$ cat config.mk
export PLATFORM = sky130hd
export DESIGN_NAME = os_oneshot
export DESIGN_NICKNAME = d
export VERILOG_FILES = /design/src/rtl/os_pkg.sv /design/src/rtl/os_sync.sv /design/src/rtl/os_trigger.sv /design/src/rtl/os_timer.sv /design/src/rtl/os_oneshot.sv
export SDC_FILE = /design/constraint.sdc
export NUM_CORES = 1
export LEC_CHECK = 0
export BUFFER_PORTS_ARGS = -buffer_cell sky130_fd_sc_hd__buf_4
export CORE_AREA = 2 2 56 111
export DETAILED_ROUTE_END_ITERATION = 8
export DIE_AREA = 0 0 58 113
export PLACE_DENSITY = 0.65
export SLEW_MARGIN = 20
export SYNTH_ARGS = -nofsm -noshare
export SYNTH_HDL_FRONTEND = slang
export SYNTH_HIERARCHICAL = 1
export SYNTH_SLANG_ARGS = --single-unit
$ cat constraint.sdc
create_clock -name clk -period 2.7 [get_ports clk]
set_input_delay 0 -clock clk [delete_from_list [all_inputs] [get_ports clk]]
set_output_delay 0 -clock clk [all_outputs]
set_load 0.005 [all_outputs]
$ cat src/rtl/os_pkg.sv
// Package: shared types for the one-shot pulse generator.
// Assumes nothing beyond the one-shot channel structure.
package os_pkg;
    // Levels of the three asynchronous control inputs of one channel
    typedef struct packed {
        logic a;      // falling-edge trigger
        logic b;      // rising-edge trigger
        logic clr;    // active-low clear
    } os_lvl_t;
endpackage

$ cat src/rtl/os_sync.sv
// Module: os_sync
// Brings the three asynchronous control levels of a channel into the clock
// domain through a chain of STAGES flops. Assumes each input is held stable
// long enough to be seen at a clock edge.
module os_sync
    import os_pkg::*;
#(
    parameter int STAGES = 2
) (
    input  logic    clk,
    input  logic    rst_n,
    input  os_lvl_t d,
    output os_lvl_t o
);
    os_lvl_t chain [STAGES];

    // Shift the sampled levels along the synchronizer chain
    always_ff @(posedge clk) begin
        if (!rst_n) begin
            for (int i = 0; i < STAGES; i++) chain[i] <= '0;
        end else begin
            chain[0] <= d;
            for (int i = 1; i < STAGES; i++) chain[i] <= chain[i-1];
        end
    end

    assign o = chain[STAGES-1];
endmodule

$ cat src/rtl/os_trigger.sv
// Module: os_trigger
// Qualifies trigger edges on synchronized levels: A falling while B is high,
// B rising while A is low, or a clear release with A low and B high after an
// arming sequence. Edges are ignored until the synchronizer and the previous-
// sample register hold real data after power-on reset.
module os_trigger
    import os_pkg::*;
#(
    parameter int SYNC_STAGES = 2
) (
    input  logic    clk,
    input  logic    rst_n,
    input  os_lvl_t lvl,
    input  logic    busy,
    input  logic    width_zero,
    output logic    start,
    output logic    clear
);
    localparam int FILL = SYNC_STAGES + 1;
    localparam int FW   = $clog2(FILL + 1);

    os_lvl_t       prv;
    logic [FW-1:0] fill;
    logic          ready;
    logic          seen;
    logic          armed;
    logic          fall_a, rise_b, rise_clr;

    // Hold the previous synchronized sample for edge detection
    always_ff @(posedge clk) begin
        if (!rst_n) prv <= '0;
        else        prv <= lvl;
    end

    // Count edges after reset until both samples carry real input data
    always_ff @(posedge clk) begin
        if (!rst_n)                 fill <= '0;
        else if (fill != FW'(FILL)) fill <= fill + 1'b1;
    end

    assign ready = (fill == FW'(FILL));

    // Track the arming sequence during a clear-low interval
    always_ff @(posedge clk) begin
        if (!rst_n) begin
            seen  <= 1'b0;
            armed <= 1'b0;
        end else if (ready) begin
            if (lvl.clr) begin
                seen  <= 1'b0;
                armed <= 1'b0;
            end else begin
                if (lvl.a || !lvl.b)              seen  <= 1'b1;
                if (seen && !lvl.a && lvl.b)      armed <= 1'b1;
            end
        end
    end

    assign fall_a   = prv.a && !lvl.a && lvl.b;
    assign rise_b   = !prv.b && lvl.b && !lvl.a;
    assign rise_clr = !prv.clr && lvl.clr && !lvl.a && lvl.b && armed;

    assign start = ready && lvl.clr && !busy && !width_zero
                   && (fall_a || rise_b || rise_clr);
    assign clear = ready && !lvl.clr;


    // warmup_quiet_chk: no pulse before the synchronizer holds real data
    warmup_quiet_chk: assert property (@(posedge clk) disable iff (!rst_n)
        !ready |-> !start);


    // zero_width_chk: a zero width never starts a pulse
    zero_width_chk: assert property (@(posedge clk) disable iff (!rst_n)
        start |-> !width_zero);


    // clr_block_chk: nothing starts while clear is low
    clr_block_chk: assert property (@(posedge clk) disable iff (!rst_n)
        clear |-> !start);


    // disarm_chk: clear high leaves the channel disarmed
    disarm_chk: assert property (@(posedge clk) disable iff (!rst_n)
        (ready && lvl.clr) |=> !armed);
endmodule

$ cat src/rtl/os_timer.sv
// Module: os_timer
// Pulse length counter. It loads the width on start, counts down to zero and
// is cleared at once by clear. busy is high while the count is non-zero.
// Assumes start and clear are never high together.
module os_timer #(
    parameter int WIDTH_W = 8
) (
    input  logic               clk,
    input  logic               rst_n,
    input  logic               start,
    input  logic               clear,
    input  logic [WIDTH_W-1:0] width,
    output logic               busy
);
    logic [WIDTH_W-1:0] cnt;

    // Load, count down or clear the remaining pulse length
    always_ff @(posedge clk) begin
        if (!rst_n)          cnt <= '0;
        else if (clear)      cnt <= '0;
        else if (start)      cnt <= width;
        else if (cnt != '0)  cnt <= cnt - 1'b1;
    end

    assign busy = (cnt != '0);


    // clear_kill_chk: clear empties the counter on the next edge
    clear_kill_chk: assert property (@(posedge clk) disable iff (!rst_n)
        clear |=> (cnt == '0));


    // load_width_chk: the counter takes the width present at start
    load_width_chk: assert property (@(posedge clk) disable iff (!rst_n)
        start |=> (cnt == $past(width)));


    // countdown_chk: a running pulse loses exactly one cycle per edge
    countdown_chk: assert property (@(posedge clk) disable iff (!rst_n)
        (busy && !clear && !start) |=> (cnt == $past(cnt) - 1'b1));


    // no_retrig_chk: start only arrives while idle
    no_retrig_chk: assert property (@(posedge clk) disable iff (!rst_n)
        start |-> !busy);
endmodule

$ cat src/rtl/os_oneshot.sv
// Module: os_oneshot (top)
// CHANNELS independent non-retriggerable one-shots. Each channel has a
// synchronizer, a trigger qualifier and a width counter. The width input is
// taken to be synchronous to clk. q is the counter's busy flag, qn its inverse.
module os_oneshot
    import os_pkg::*;
#(
    parameter int CHANNELS    = 2,
    parameter int WIDTH_W     = 8,
    parameter int SYNC_STAGES = 2
) (
    input  logic                        clk,
    input  logic                        rst_n,
    input  logic [CHANNELS-1:0]         trig_a,
    input  logic [CHANNELS-1:0]         trig_b,
    input  logic [CHANNELS-1:0]         clr_n,
    input  logic [CHANNELS*WIDTH_W-1:0] width,
    output logic [CHANNELS-1:0]         q,
    output logic [CHANNELS-1:0]         qn
);
    for (genvar c = 0; c < CHANNELS; c++) begin : g_ch
        os_lvl_t            raw, syn;
        logic               start, clear, busy;
        logic [WIDTH_W-1:0] w;

        assign raw = '{a: trig_a[c], b: trig_b[c], clr: clr_n[c]};
        assign w   = width[c*WIDTH_W +: WIDTH_W];

        os_sync #(.STAGES(SYNC_STAGES)) u_sync (
            .clk(clk), .rst_n(rst_n), .d(raw), .o(syn)
        );

        os_trigger #(.SYNC_STAGES(SYNC_STAGES)) u_trig (
            .clk(clk), .rst_n(rst_n), .lvl(syn), .busy(busy),
            .width_zero(w == '0), .start(start), .clear(clear)
        );

        os_timer #(.WIDTH_W(WIDTH_W)) u_timer (
            .clk(clk), .rst_n(rst_n), .start(start), .clear(clear),
            .width(w), .busy(busy)
        );

        assign q[c]  = busy;
        assign qn[c] = !busy;


        // compl_out_chk: the output pair is complementary
        compl_out_chk: assert property (@(posedge clk) disable iff (!rst_n)
            q[c] != qn[c]);
    end
endmodule

==> run summary, run 1 <==
Clock-pin slew was measured on the worst setup and hold paths at 0.06 ns. The run finished, with violations left. The warning count from the yosys run is 6. The first global-routing pass estimated 6490 um of wire. The register area share after synthesis is 43.2%. The CTS buffer count came out at 5. The count of flip-flops with a built-in enable after synthesis came out at 0.

The final routed wire length divided by cell count came out at 12.4 um. At the pin with the least slew margin, the transition time is 0.397 ns. From synthesis to final layout, the design area changed by 30.4%. The number of antenna cells inserted is 0. The insertion delay of the later-clocked pin in the worst-skew pair came out at 0.28 ns. Wires add up to 3890 um. The number of distinct library cells after synthesis is 32. The critical path data required time came out at 2.87 ns.

The final design area excluding fillers is 0.00253 mm2. The checks that failed: hold timing. The deepest level of the CTS H-tree is 2. The largest net degree at the start of global routing came out at 29. The die area is 0.00655 mm2. The total routing resource utilization after global routing is 12.9%. The number of pins with negative max-slew slack in the final report came out at 0. The maximum clock path buffer count is 2. The final hold slack came out at -0.00451 ns. STA classifies the critical path endpoint as a flop.

The internal power of the cells totals 1.82 mW. The number of cell rows is 39. Setup repair after global routing left no endpoint under its margin. The net switching power figure came out at 0.846 mW. The via count of the first global-routing pass came out at 1,510. During placement, the flow inserted port buffers numbering 27.

Detailed routing inserted a total of 1,532 vias. The final worst setup slack came out at 0.201 ns. The switching share of total power is 31.7%. The sum of net half-perimeters after detailed placement is 2870 um. The share of total power dissipated in sequential elements is 33.2%. The highest clock rate is 400 MHz. The cell count after synthesis came out at 208.

The post-layout minimum cycle time came out at 2.50 ns. The total placed instance area is 0.00221 mm2. The synthesized design contains 42 register bits. In this run the worst path has a maximum fanout of 8.

CTS saw 42 sinks. The post-synth net total came out at 238. After detailed routing, the number of remaining DRC violations is 0. The initial antenna violation count is 0. The combinational cell fraction of total power is 41.4%. In the synthesized netlist the async set-or-reset flop fraction comes to 0%. The number of violations reported at the end of detailed-routing iteration 0 came out at 28. The count of nets left with antenna violations once routing finished came out at 0. The category of the critical setup timing path is reg2reg. The relative slew slack is 73.3%.

The placed instance count came out at 292. A synthesized cell averages 9.35 um2. In this run the power density over the cells is 1050 mW/mm2. For this design the top-level I/O count stands at 28. The final critical-path share of the clock period came out at 92.6%. The tree is rooted in a clkbuf_16. After global routing the overflow that remains totals 0. Once the floorplan was initialized, standard cells occupied 34.4% of the core. The most used flip-flop cell after synthesis is dfxtp_1. The number of hold-slack violations in the final timing report came out at 2. The height of the die is 113 um. The share of final-layout standard cells stronger than drive strength 1 is 23.7%. The pre-antenna-repair detailed-routing pass consisted of 4 iterations.

The routability-driven placement congestion ratio is 0.841. On the final layout, the worst clock skew is 0.00317 ns. Adding up every negative setup slack in the final design gives 0 ns.

After the last flow step, the layout net total stands at 283. The final non-filler cell total is 314. The leakage power came out at 1.05 nW. The horizontal extent of the die came out at 58 um. The via density per instance came out at 4.88. Data arrives at the worst endpoint at 2.67 ns.

The post-placement worst setup slack came out at 0.161 ns. Per report_power, the clock group accounts for 25.4% of the total. IR analysis of the VDD net gives a maximum drop of 0.000594 V.

The netlist area before placement is 0.00194 mm2. The tightest min-delay check is of the in2reg type. TritonCTS built the clock tree.

The region available for standard cell placement spans 0.00566 mm2. STA classifies the critical path startpoint as a flop. The number of max-cap violations came out at 0. The final number of setup-violating endpoints is 0.
worst max-delay path, stage by stage (launching register included):
cell and delay [ns]:
dfxtp_1 0.34, or4_4 0.58, nor4b_4 0.30, inv_2 0.05
or4_1 0.53, a31oi_2 0.17, inv_1 0.15, nand2_1 0.17
o31ai_1 0.09
per-stage QoR:
stage          total power [mW]  util, %
2_1_floorplan              1.67        -
3_3_place_gp               1.96     39.1
3_5_place_dp               1.98     39.1
4_1_cts                    2.69     44.7
5_1_grt                    2.84     44.8
6_report                   2.67     44.8
cells in the final DEF (no fill, tap or decap), types with 3 or more instances in the layout:
cell type	n
a21oi_1	10
and2_1	20
buf_4	35
clkbuf_16	5
dfxtp_1	42
dlygate4sd3_1	15
ha_1	6
inv_1	15
inv_2	3
mux2i_1	6
nand2_1	5
nand2_2	3
nand2b_1	4
nand3_1	14
nand4_1	4
nor2_1	10
nor2b_1	6
o21ai_0	4
o31ai_1	6
or4_1	6
xnor2_1	6
xor2_1	4
power groups by stage:
stage / Combinational [mW] / Sequential (mW) / Clock (mW)
2_1_floorplan: 0.807 / 0.862 / 0
3_3_place_gp: 1.07 / 0.892 / 0
3_5_place_dp: 1.08 / 0.898 / 0
4_1_cts: 1.11 / 0.885 / 0.694
5_1_grt: 1.22 / 0.903 / 0.722
6_report: 1.10 / 0.887 / 0.679
what timing repair did:
item,in CTS,in global routing
setup endpoints to repair,0,3
resized for setup,0,2
buffers inserted,0,0
hold buffers,15,0
hold endpoints to repair,15,0
cell usage after synthesis, types with 4 or more instances:
library cell / n / area (um2)
a21oi_1: 10 / 50.1
and2_1: 20 / 125
buf_4: 10 / 75.1
dfxtp_1: 42 / 841
ha_1: 6 / 75.1
inv_1: 16 / 60.1
mux2i_1: 6 / 60.1
nand2_1: 6 / 22.5
nand2b_1: 4 / 25.0
nand3_1: 14 / 70.1
nand4_1: 4 / 25.0
nor2_1: 10 / 37.5
nor2b_1: 6 / 37.5
o21ai_0: 4 / 20.0
o31ai_1: 6 / 45.0
or4_1: 6 / 45.0
xnor2_1: 6 / 52.6
xor2_1: 4 / 35.0
per-layer routing:
layer	track usage, %	wire [um]
met1	12.5	1500
met2	24.0	2230
met3	3.31	99
met4	6.51	63
met5	0	0
logic make-up (layout without fill, tap and decap cells):
kind of cell               count (synthesis)  after routing  share of synthesized area [%]
AOI/OAI and AO/OA                         26             26                           8.37
xor gates and xnor gates                  10             10                           4.50
adders and majority gates                  6              6                           3.86
buffers and inverters                     30             75                           7.72
DFF                                       42             42                           43.2
muxes                                      8              8                           4.63
and+or+nand+nor                           86             86                           27.7
worst paths after layout:
path	from	endpoint	slack, ns	cells past startpoint
max	g_ch[0].u_timer/cnt[2]$_SDFFE_PP0P_	g_ch[0].u_timer/cnt[5]$_SDFFE_PP0P_	0.20	8
min	width[10]	g_ch[1].u_timer/cnt[2]$_SDFFE_PP0P_	-0.005	3
min reg2reg	g_ch[1].u_sync/chain[0][1]$_SDFF_PN0_	g_ch[1].u_sync/chain[0][4]$_SDFF_PN0_	0.42	1
max reg2reg	g_ch[0].u_timer/cnt[2]$_SDFFE_PP0P_	g_ch[0].u_timer/cnt[5]$_SDFFE_PP0P_	0.20	8
registers in the layout, summed over array words and instances (netlist names):
signal,cells
g_ch.u_timer/cnt,16
g_ch.u_trig/armed,2
g_ch.u_trig/fill,4
g_ch.u_sync/chain,12
g_ch.u_trig/prv,6
g_ch.u_trig/seen,2
final cells by class:
| type | count | area [um2] |
|---|---|---|
| Clock buffer | 6 | 139 |
| Clock inverter | 1 | 30.0 |
| Fill cell | 536 | 3130 |
| Inverter | 18 | 67.6 |
| Multi-Input combinational cell | 136 | 968 |
| Sequential cell | 42 | 841 |
| Tap cell | 61 | 76.3 |
| Timing Repair Buffer | 50 | 413 |
Note: power is estimated with default switching activity, not from simulation.
==> run 2, diff against run 1 <==
Settings changed: CORE_AREA 2 2 56 111 to 2 2 78 80, DIE_AREA 0 0 58 113 to 0 0 80 82, GPL_TIMING_DRIVEN set to 0.
==> run 2 against run 1 <==
Compared with the run above:
- the run still ends with hold timing left
- critical path depth is the same
- clock skew grew 0.0045 ns
- cell area grew 4.0%
- hold slack gained 0.00073 ns
- combinational power grew 5%
==> run summary, run 2 (same netlist as run 1, synthesis figures left out) <==
The post-layout minimum cycle time came to 2.60 ns (was 2.50 ns). The number of violations reported at the end of detailed-routing iteration 0 is 69 (was 28). The cell-internal power came out at 1.60 mW (was 1.82 mW). The number of antenna cells inserted is 0 (unchanged). The core region area came out at 0.00575 mm2 (was 0.00566 mm2). The clock input transition at the sequential cells of the worst setup and hold paths came out at 0.08 ns (was 0.06 ns). Failing checks: hold timing (unchanged).

The register name with the most flops was g_ch.u_timer/cnt (unchanged). The number of design rule violations left after detail routing is 0 (unchanged). The final number of setup-violating endpoints came to 0 (unchanged).

The leading cell type in the layout, fill and taps excluded is buf_4 (was dfxtp_1). The residual overflow from global routing is 0 (unchanged). The highest clock rate was 385 MHz (was 400 MHz). Largest regs: g_ch.u_timer/cnt x16, g_ch.u_sync/chain x12, g_ch.u_trig/prv x6 (unchanged). The number of max-cap violations came out at 0 (unchanged). The final routed wire length divided by cell count is 10.5 um (was 12.4 um). Cells along the critical path: or4_4, nor4b_4, inv_2, or4_4, a31oi_4, inv_2, o21ai_0, a21oi_1 (was or4_4, nor4b_4, inv_2, or4_1, a31oi_2, inv_1, nand2_1, o31ai_1). The combinational cell fraction of total power came out at 47.6% (was 41.4%). The depth of the most critical reg-to-reg path is 8 (unchanged). The largest net degree at the start of global routing is 29 (unchanged). The fraction of power consumed by sequential logic is 35.9% (was 33.2%). The routability-driven placement congestion ratio is 0.819 (was 0.841). The CTS tree was built (unchanged).

The share of final-layout standard cells stronger than drive strength 1 is 27.7% (was 23.7%). The via density per instance is 4.50 (was 4.88). The launch point of the worst reg-to-reg path was g_ch[0].u_timer/cnt[2]$_SDFFE_PP0P_ (unchanged). The CTS buffer count came out at 5 (unchanged). The sum of net half-perimeters after detailed placement came to 2480 um (was 2870 um). The final critical-path share of the clock period is 96.2% (was 92.6%). The sum of negative setup slack came out at 0 ns (unchanged). The overall power after layout was 2.43 mW (was 2.67 mW).

The clock share of power came to 16.4% (was 25.4%). The end of the worst register-to-register path is g_ch[0].u_timer/cnt[6]$_SDFFE_PP0P_ (was g_ch[0].u_timer/cnt[5]$_SDFFE_PP0P_). The number of cell rows came out at 28 (was 39). The multi-input combinational cell area is 996 um2 (was 968 um2). The via count of the first global-routing pass is 1,449 (was 1,510). The share of the core filled with cells in the final layout came out at 45.9% (was 44.8%). The maximum clock path buffer count is 2 (unchanged). The setup slack of the most critical reg-to-reg path is 0.10 ns (was 0.20 ns). The count of buffer and inverter cells on the critical path is 2 (unchanged). The worst hold path cell count is 3 (unchanged). The die area is 0.00656 mm2 (was 0.00655 mm2). The I/O pin total is 28 (unchanged).

The category of the critical setup timing path is reg2reg (unchanged). The CTS sink count is 42 (unchanged). The largest clock skew in the final design was 0.00769 ns (was 0.00317 ns). The number of pins with negative max-slew slack in the final report is 0 (unchanged).

The height of the die was 82 um (was 113 um). The highest-delay cell along the critical path was or4_4 (unchanged). The overall routed net length came out at 3640 um (was 3890 um). The critical path data required time is 2.89 ns (was 2.87 ns). The end point of the most critical hold path was g_ch[1].u_timer/cnt[6]$_SDFFE_PP0P_ (was g_ch[1].u_timer/cnt[2]$_SDFFE_PP0P_). The relative slew slack came out at 71.9% (was 73.3%). The delay of the slowest cell on the worst path came out at 0.58 ns (about the same).

The net switching power figure came out at 0.830 mW (was 0.846 mW). The total routing resource utilization after global routing came out at 11.7% (was 12.9%). The initial antenna violation count came out at 0 (unchanged). The critical hold path startpoint is width[14] (was width[10]). The leakage power came out at 1.10 nW (was 1.05 nW). The number of flip-flops in the largest register is 16 (unchanged). The via count of the routed design is 1,556 (was 1,532). The capturing element type of the critical path is a flop (unchanged). The clock root buffer is clkbuf_8 (was clkbuf_16). The initial standard-cell utilization of the core is 33.8% (was 34.4%).

Top library cells by usage in the layout, fill and taps aside: buf_4 (45), dfxtp_1 (42), and2_1 (20), dlygate4sd3_1 (20) (was dfxtp_1 (42), buf_4 (35), and2_1 (20), inv_1 (15), dlygate4sd3_1 (15)). The power per standard cell area was 923 mW/mm2 (was 1050 mW/mm2). The global-route wire length before repair came out at 6060 um (was 6490 um). The maximum fanout count along the critical path came to 8 (unchanged). The sequential standard cell area came out at 841 um2 (unchanged).

Run status: finished, violations left (unchanged). The post-detailed-route count of antenna-violating nets is 0 (unchanged). The number of buffer cells added on primary ports came to 27 (unchanged). The gate family responsible for the most delay along the worst path was simple AND/OR/NAND/NOR gates (unchanged).

The deepest level of the CTS H-tree came to 2 (unchanged). The insertion delay of the later-clocked pin in the worst-skew pair is 0.29 ns (was 0.28 ns). The horizontal extent of the die is 80 um (was 58 um). The critical path data arrival time came out at 2.78 ns (was 2.67 ns). The final hold slack is -0.00378 ns (was -0.00451 ns). The worst voltage drop across the vdd grid came out at 0.000479 V (was 0.000594 V). The relative area change from synthesis to final layout came to 35.6% (was 30.4%). The switching share of total power came out at 34.1% (was 31.7%). The kind of start point of the critical path is a flop (unchanged). The number of hold-slack violations in the final timing report came out at 1 (was 2).

The post-layout net count is 300 (was 283). The number of filler instances in the final layout is 561 (was 536). The actual transition at the worst max-transition pin is 0.422 ns (was 0.397 ns). The path class of the lowest-slack min-delay path is in2reg (unchanged).

The number of search-and-repair iterations in the first detailed-routing pass was 5 (was 4).
==> run 2: power groups by stage <==
stage | Sequential [mW] | Combinational [mW] | Clock [mW]
floorplan | 0.862 | 0.807 | 0
global placement | 0.882 | 1.02 | 0
detailed placement | 0.885 | 1.03 | 0
CTS | 0.873 | 1.10 | 0.419
global route | 0.892 | 1.28 | 0.443
finish | 0.874 | 1.16 | 0.399
==> run 2: what timing repair did <==
| item | CTS | global route |
|---|---|---|
| gates cloned | 0 | 0 |
| pin swaps | 2 | 2 |
| setup endpoints to repair | 16 | 16 |
| buffers inserted | 2 | 6 |
| resized for setup | 5 | 5 |
| endpoints found under the hold margin | 20 | 0 |
| hold buffers | 20 | 0 |
==> run 2: cell type report <==
class                           count  area share, %
Multi-Input combinational cell    136           37.8
Sequential cell                    42           31.9
Timing Repair Buffer               55           17.6
Tap cell                           75           3.56
Buffer                             12           3.13
Inverter                           18           2.66
Clock buffer                        5           2.61
Clock inverter                      3          0.807
==> run 2: how the worst max path moves through the flow <==
stage,startpoint,endpoint,cells past startpoint
after floorplan,g_ch[0].u_timer/cnt[2]$_SDFFE_PP0P_,g_ch[0].u_timer/cnt[3]$_SDFFE_PP0P_,8
after global placement,g_ch[0].u_timer/cnt[2]$_SDFFE_PP0P_,g_ch[0].u_timer/cnt[5]$_SDFFE_PP0P_,8
after detailed placement,g_ch[0].u_timer/cnt[2]$_SDFFE_PP0P_,g_ch[0].u_timer/cnt[4]$_SDFFE_PP0P_,8
after CTS,g_ch[1].u_timer/cnt[2]$_SDFFE_PP0P_,g_ch[1].u_timer/cnt[7]$_SDFFE_PP0P_,8
after global routing,g_ch[0].u_timer/cnt[2]$_SDFFE_PP0P_,g_ch[0].u_timer/cnt[7]$_SDFFE_PP0P_,8
final,g_ch[0].u_timer/cnt[2]$_SDFFE_PP0P_,g_ch[0].u_timer/cnt[6]$_SDFFE_PP0P_,8
==> run 2: layer usage <==
layer / share of wire (%) / up-vias / track usage [%]
met5: 0 / - / 0
met4: 1.0 / 0 / 3.05
met3: 3.1 / 4 / 2.97
met2: 50 / 21 / 20.8
met1: 46 / 703 / 14.1
li1: - / 828 / -
==> run 2: per-stage QoR <==
stage / setup WS [ns] / instance area, um2 / instances
floorplan: 0.0464 / 1960 / 208
global placement: -0.343 / 2250 / 310
detailed placement: -0.298 / 2250 / 310
CTS: 0.000850 / 2580 / 340
global route: -0.0324 / 2640 / 346
finish: 0.101 / 2640 / 346
==> run 2: worst min-delay path, cell delays in order <==
cell     delay (ns)
buf_4          0.08
o21ai_1        0.06
a21oi_1        0.10
==> run 3, diff against run 2 <==
Settings changed: HOLD_SLACK_MARGIN set to 0.1, MAX_ROUTING_LAYER set to met4, PLACE_DENSITY 0.65 to 0.63.
Clock period 2.7 ns to 2.4 ns, I/O delays scaled along.
==> run 3 against run 2 <==
Compared with the run above:
- sequential share of layout area shrank 1.7 points
- the run now ends clean
- sequential power grew 13%
- critical endpoint is now g_ch[0].u_timer/cnt[5]$_SDFFE_PP0P_
- final cell count up 3.2%
- clock skew barely moved
- cell area grew 6.2%
- largest power group unchanged
- utilization rose by 2.9 points
- global-route usage increased by 0.96 points
- highest routed layer unchanged
- wire length up 5.2%
- first-iteration DRC count rose by 35%
- maximum frequency is 9.3% higher
- die area unchanged
==> run summary, run 3 (same netlist as run 1, synthesis figures left out) <==
Run status: completed (was finished, violations left). The via count of the first global-routing pass came out at 1,521 (was 1,449). The delay of the slowest cell on the worst path is 0.55 ns (was 0.58 ns). The relative slew slack came out at 62.9% (was 71.9%). The CTS sink count is 42 (unchanged). The maximum clock path buffer count was 2 (unchanged). The share of final-layout standard cells stronger than drive strength 1 came out at 30.9% (was 27.7%). The residual overflow from global routing came out at 0 (unchanged).

Largest regs: g_ch.u_timer/cnt x16, g_ch.u_sync/chain x12, g_ch.u_trig/prv x6 (unchanged). The initial standard-cell utilization of the core came to 33.8% (unchanged). The number of design rule violations left after detail routing came to 0 (unchanged). The initial antenna violation count is 0 (unchanged).

The power per standard cell area was 1010 mW/mm2 (was 923 mW/mm2). The post-detailed-route count of antenna-violating nets is 0 (unchanged). The largest net degree at the start of global routing is 29 (unchanged). The clock root buffer is clkbuf_8 (unchanged). The critical path capture point is g_ch[0].u_timer/cnt[5]$_SDFFE_PP0P_ (was g_ch[0].u_timer/cnt[6]$_SDFFE_PP0P_).

The launch point of the worst reg-to-reg path is g_ch[0].u_timer/cnt[5]$_SDFFE_PP0P_ (was g_ch[0].u_timer/cnt[2]$_SDFFE_PP0P_). The number of cell rows was 28 (unchanged). The largest clock skew in the final design came out at 0.00769 ns (about the same). The overall routed net length came out at 3830 um (was 3640 um). The CTS tree is built (unchanged). The CTS buffer count was 5 (unchanged). The maximum fanout count along the critical path is 8 (unchanged). The critical path data required time came to 2.58 ns (was 2.89 ns). Top library cells by usage in the layout, fill and taps aside: buf_4 (45), dfxtp_1 (38), dlygate4sd3_1 (29), and2_1 (20), inv_1 (14) (was buf_4 (45), dfxtp_1 (42), and2_1 (20), dlygate4sd3_1 (20)). The highest clock rate came out at 421 MHz (was 385 MHz). The sum of negative setup slack is 0 ns (unchanged). The global-route wire length before repair is 6360 um (was 6060 um).

The post-layout minimum cycle time is 2.38 ns (was 2.60 ns). The routability-driven placement congestion ratio is 0.822 (was 0.819). The deepest level of the CTS H-tree is 2 (unchanged). The number of violations reported at the end of detailed-routing iteration 0 is 93 (was 69).

The path class of the lowest-slack min-delay path is reg2reg (was in2reg). The number of flip-flops in the largest register is 16 (unchanged). The worst voltage drop across the vdd grid came out at 0.000434 V (was 0.000479 V). The post-placement worst setup slack came out at -0.206 ns (was -0.298 ns). The die area is 0.00656 mm2 (unchanged). The number of antenna cells inserted is 0 (unchanged).

The critical path launch point is g_ch[0].u_timer/cnt[5]$_SDFFE_PP0P_ (was g_ch[0].u_timer/cnt[2]$_SDFFE_PP0P_). The capturing element type of the critical path is a flop (unchanged). The category of the critical setup timing path is reg2reg (unchanged). The total placed instance area came out at 0.00228 mm2 (was 0.00225 mm2). The worst hold path cell count is 1 (was 3). The height of the die is 82 um (unchanged). The horizontal extent of the die came out at 80 um (unchanged).

The via density per instance came out at 4.60 (was 4.50). The number of pins with negative max-slew slack in the final report is 0 (unchanged). The I/O pin total came out at 28 (unchanged). Setup repair after global routing could not meet its margin everywhere. The clock input transition at the sequential cells of the worst setup and hold paths came out at 0.08 ns (about the same). The final critical-path share of the clock period is 99.1% (was 96.2%). The number of max-cap violations came out at 0 (unchanged). Cells along the critical path: or4_4, nor4b_4, inv_2, or4_4, a31oi_4, inv_4, nand2_2, o31ai_1 (was or4_4, nor4b_4, inv_2, or4_4, a31oi_4, inv_2, o21ai_0, a21oi_1). The highest-delay cell along the critical path is or4_4 (unchanged). The final design area excluding fillers came out at 0.00280 mm2 (was 0.00264 mm2).

The relative area change from synthesis to final layout came to 44.0% (was 35.6%). The actual transition at the worst max-transition pin is 0.557 ns (was 0.422 ns). The depth of the most critical reg-to-reg path came out at 8 (unchanged). The number of hold-slack violations in the final timing report is 0 (was 1). The post-layout net count came out at 311 (was 300).

The leading cell type in the layout, fill and taps excluded is buf_4 (unchanged). The kind of start point of the critical path is a flop (unchanged). The final number of setup-violating endpoints is 0 (unchanged). The number of buffer cells added on primary ports is 27 (unchanged). The most numerous cell type found on the critical path is or4_4. The final worst setup slack came out at 0.0222 ns (was 0.101 ns). The register name with the most flops was g_ch.u_timer/cnt (unchanged). The final routed wire length divided by cell count is 10.7 um (was 10.5 um). The sum of net half-perimeters after detailed placement is 2460 um (was 2480 um). The insertion delay of the later-clocked pin in the worst-skew pair is 0.29 ns (about the same).

The setup slack of the most critical reg-to-reg path was 0.02 ns (was 0.10 ns). The via count of the routed design is 1,643 (was 1,556). The end of the worst register-to-register path is g_ch[0].u_timer/cnt[5]$_SDFFE_PP0P_ (was g_ch[0].u_timer/cnt[6]$_SDFFE_PP0P_). The core region area is 0.00575 mm2 (unchanged). The total routing resource utilization after global routing came out at 12.7% (was 11.7%). The number of search-and-repair iterations in the first detailed-routing pass was 4 (was 5). The critical path data arrival time came out at 2.56 ns (was 2.78 ns). The leakage power came out at 1.17 nW (was 1.10 nW).
run 3: cell types whose count changed in the layout (fill, tap and decap cells not counted), moves of 2 or more:
cell	change
o21ai_2	+2
o31ai_2	+2
dlygate4sd3_1	+9
o21ai_0	-3
dfxtp_2	+4
dfxtp_1	-4
o31ai_1	-2
buf_6	+2
run 3: worst min-delay path by stage:
stage | slack (ns) | startpoint | endpoint
floorplan | 0.12 | rst_n | g_ch[0].u_sync/chain[0][0]$_SDFF_PN0_
global placement | 0.21 | trig_a[1] | g_ch[1].u_sync/chain[0][2]$_SDFF_PN0_
detailed placement | 0.21 | trig_a[0] | g_ch[0].u_sync/chain[0][2]$_SDFF_PN0_
CTS | 0.44 | g_ch[1].u_sync/chain[0][2]$_SDFF_PN0_ | g_ch[1].u_sync/chain[0][5]$_SDFF_PN0_
global route | 0.46 | g_ch[1].u_sync/chain[0][0]$_SDFF_PN0_ | g_ch[1].u_sync/chain[0][3]$_SDFF_PN0_
finish | 0.43 | g_ch[1].u_sync/chain[0][1]$_SDFF_PN0_ | g_ch[1].u_sync/chain[0][4]$_SDFF_PN0_
run 3: timing repair:
action                                  CTS  global route
gates resized for setup                   1            16
pin swaps                                 3             8
hold buffers                             29             0
buffers inserted                          7             3
endpoints found under the setup margin   16            16
endpoints found under the hold margin    30             0
run 3: area by class of cell:
type                    instances  area [um2]
plain buffers                  12        82.6
repair buffers                 66         576
fillers                       547        2950
clock inverters                 1        5.00
well taps                      75        93.8
flip-flops and latches         42         846
multi-input cells             136        1040
inverters                      18        72.6
clock buffers                   7        86.3
run 3: report_power, final:
group / switching (mW) / total (mW) / internal [mW]
Clock: 0.223 / 0.455 / 0.232
Sequential: 0.134 / 0.989 / 0.855
Combinational: 0.593 / 1.39 / 0.796
run 3: metal layers:
metal  GRT usage [%]  part of all wire, %
met5               -                    0
met4            4.92                  2.5
met3            3.63                  3.3
met2            20.8                   49
met1            14.7                   45
run 3: through the flow:
step                      power, mW  instances  hold slack (ns)  util (%)
after floorplan                1.88        208            0.122         -
after global placement         2.15        310            0.207      39.7
after detailed placement       2.16        310            0.211      39.7
after CTS                      2.79        354            0.439      47.3
after global routing           3.04        357            0.457      48.7
final                          2.83        357            0.432      48.7
run 3: critical path, delay by kind of cell (launching register included):
family                 cells  cell delay [ns]
AND/OR/NAND/NOR            4             1.43
buffers and inverters      2             0.17
AO/OA/AOI/OAI              2             0.32
flip-flops                 1             0.33
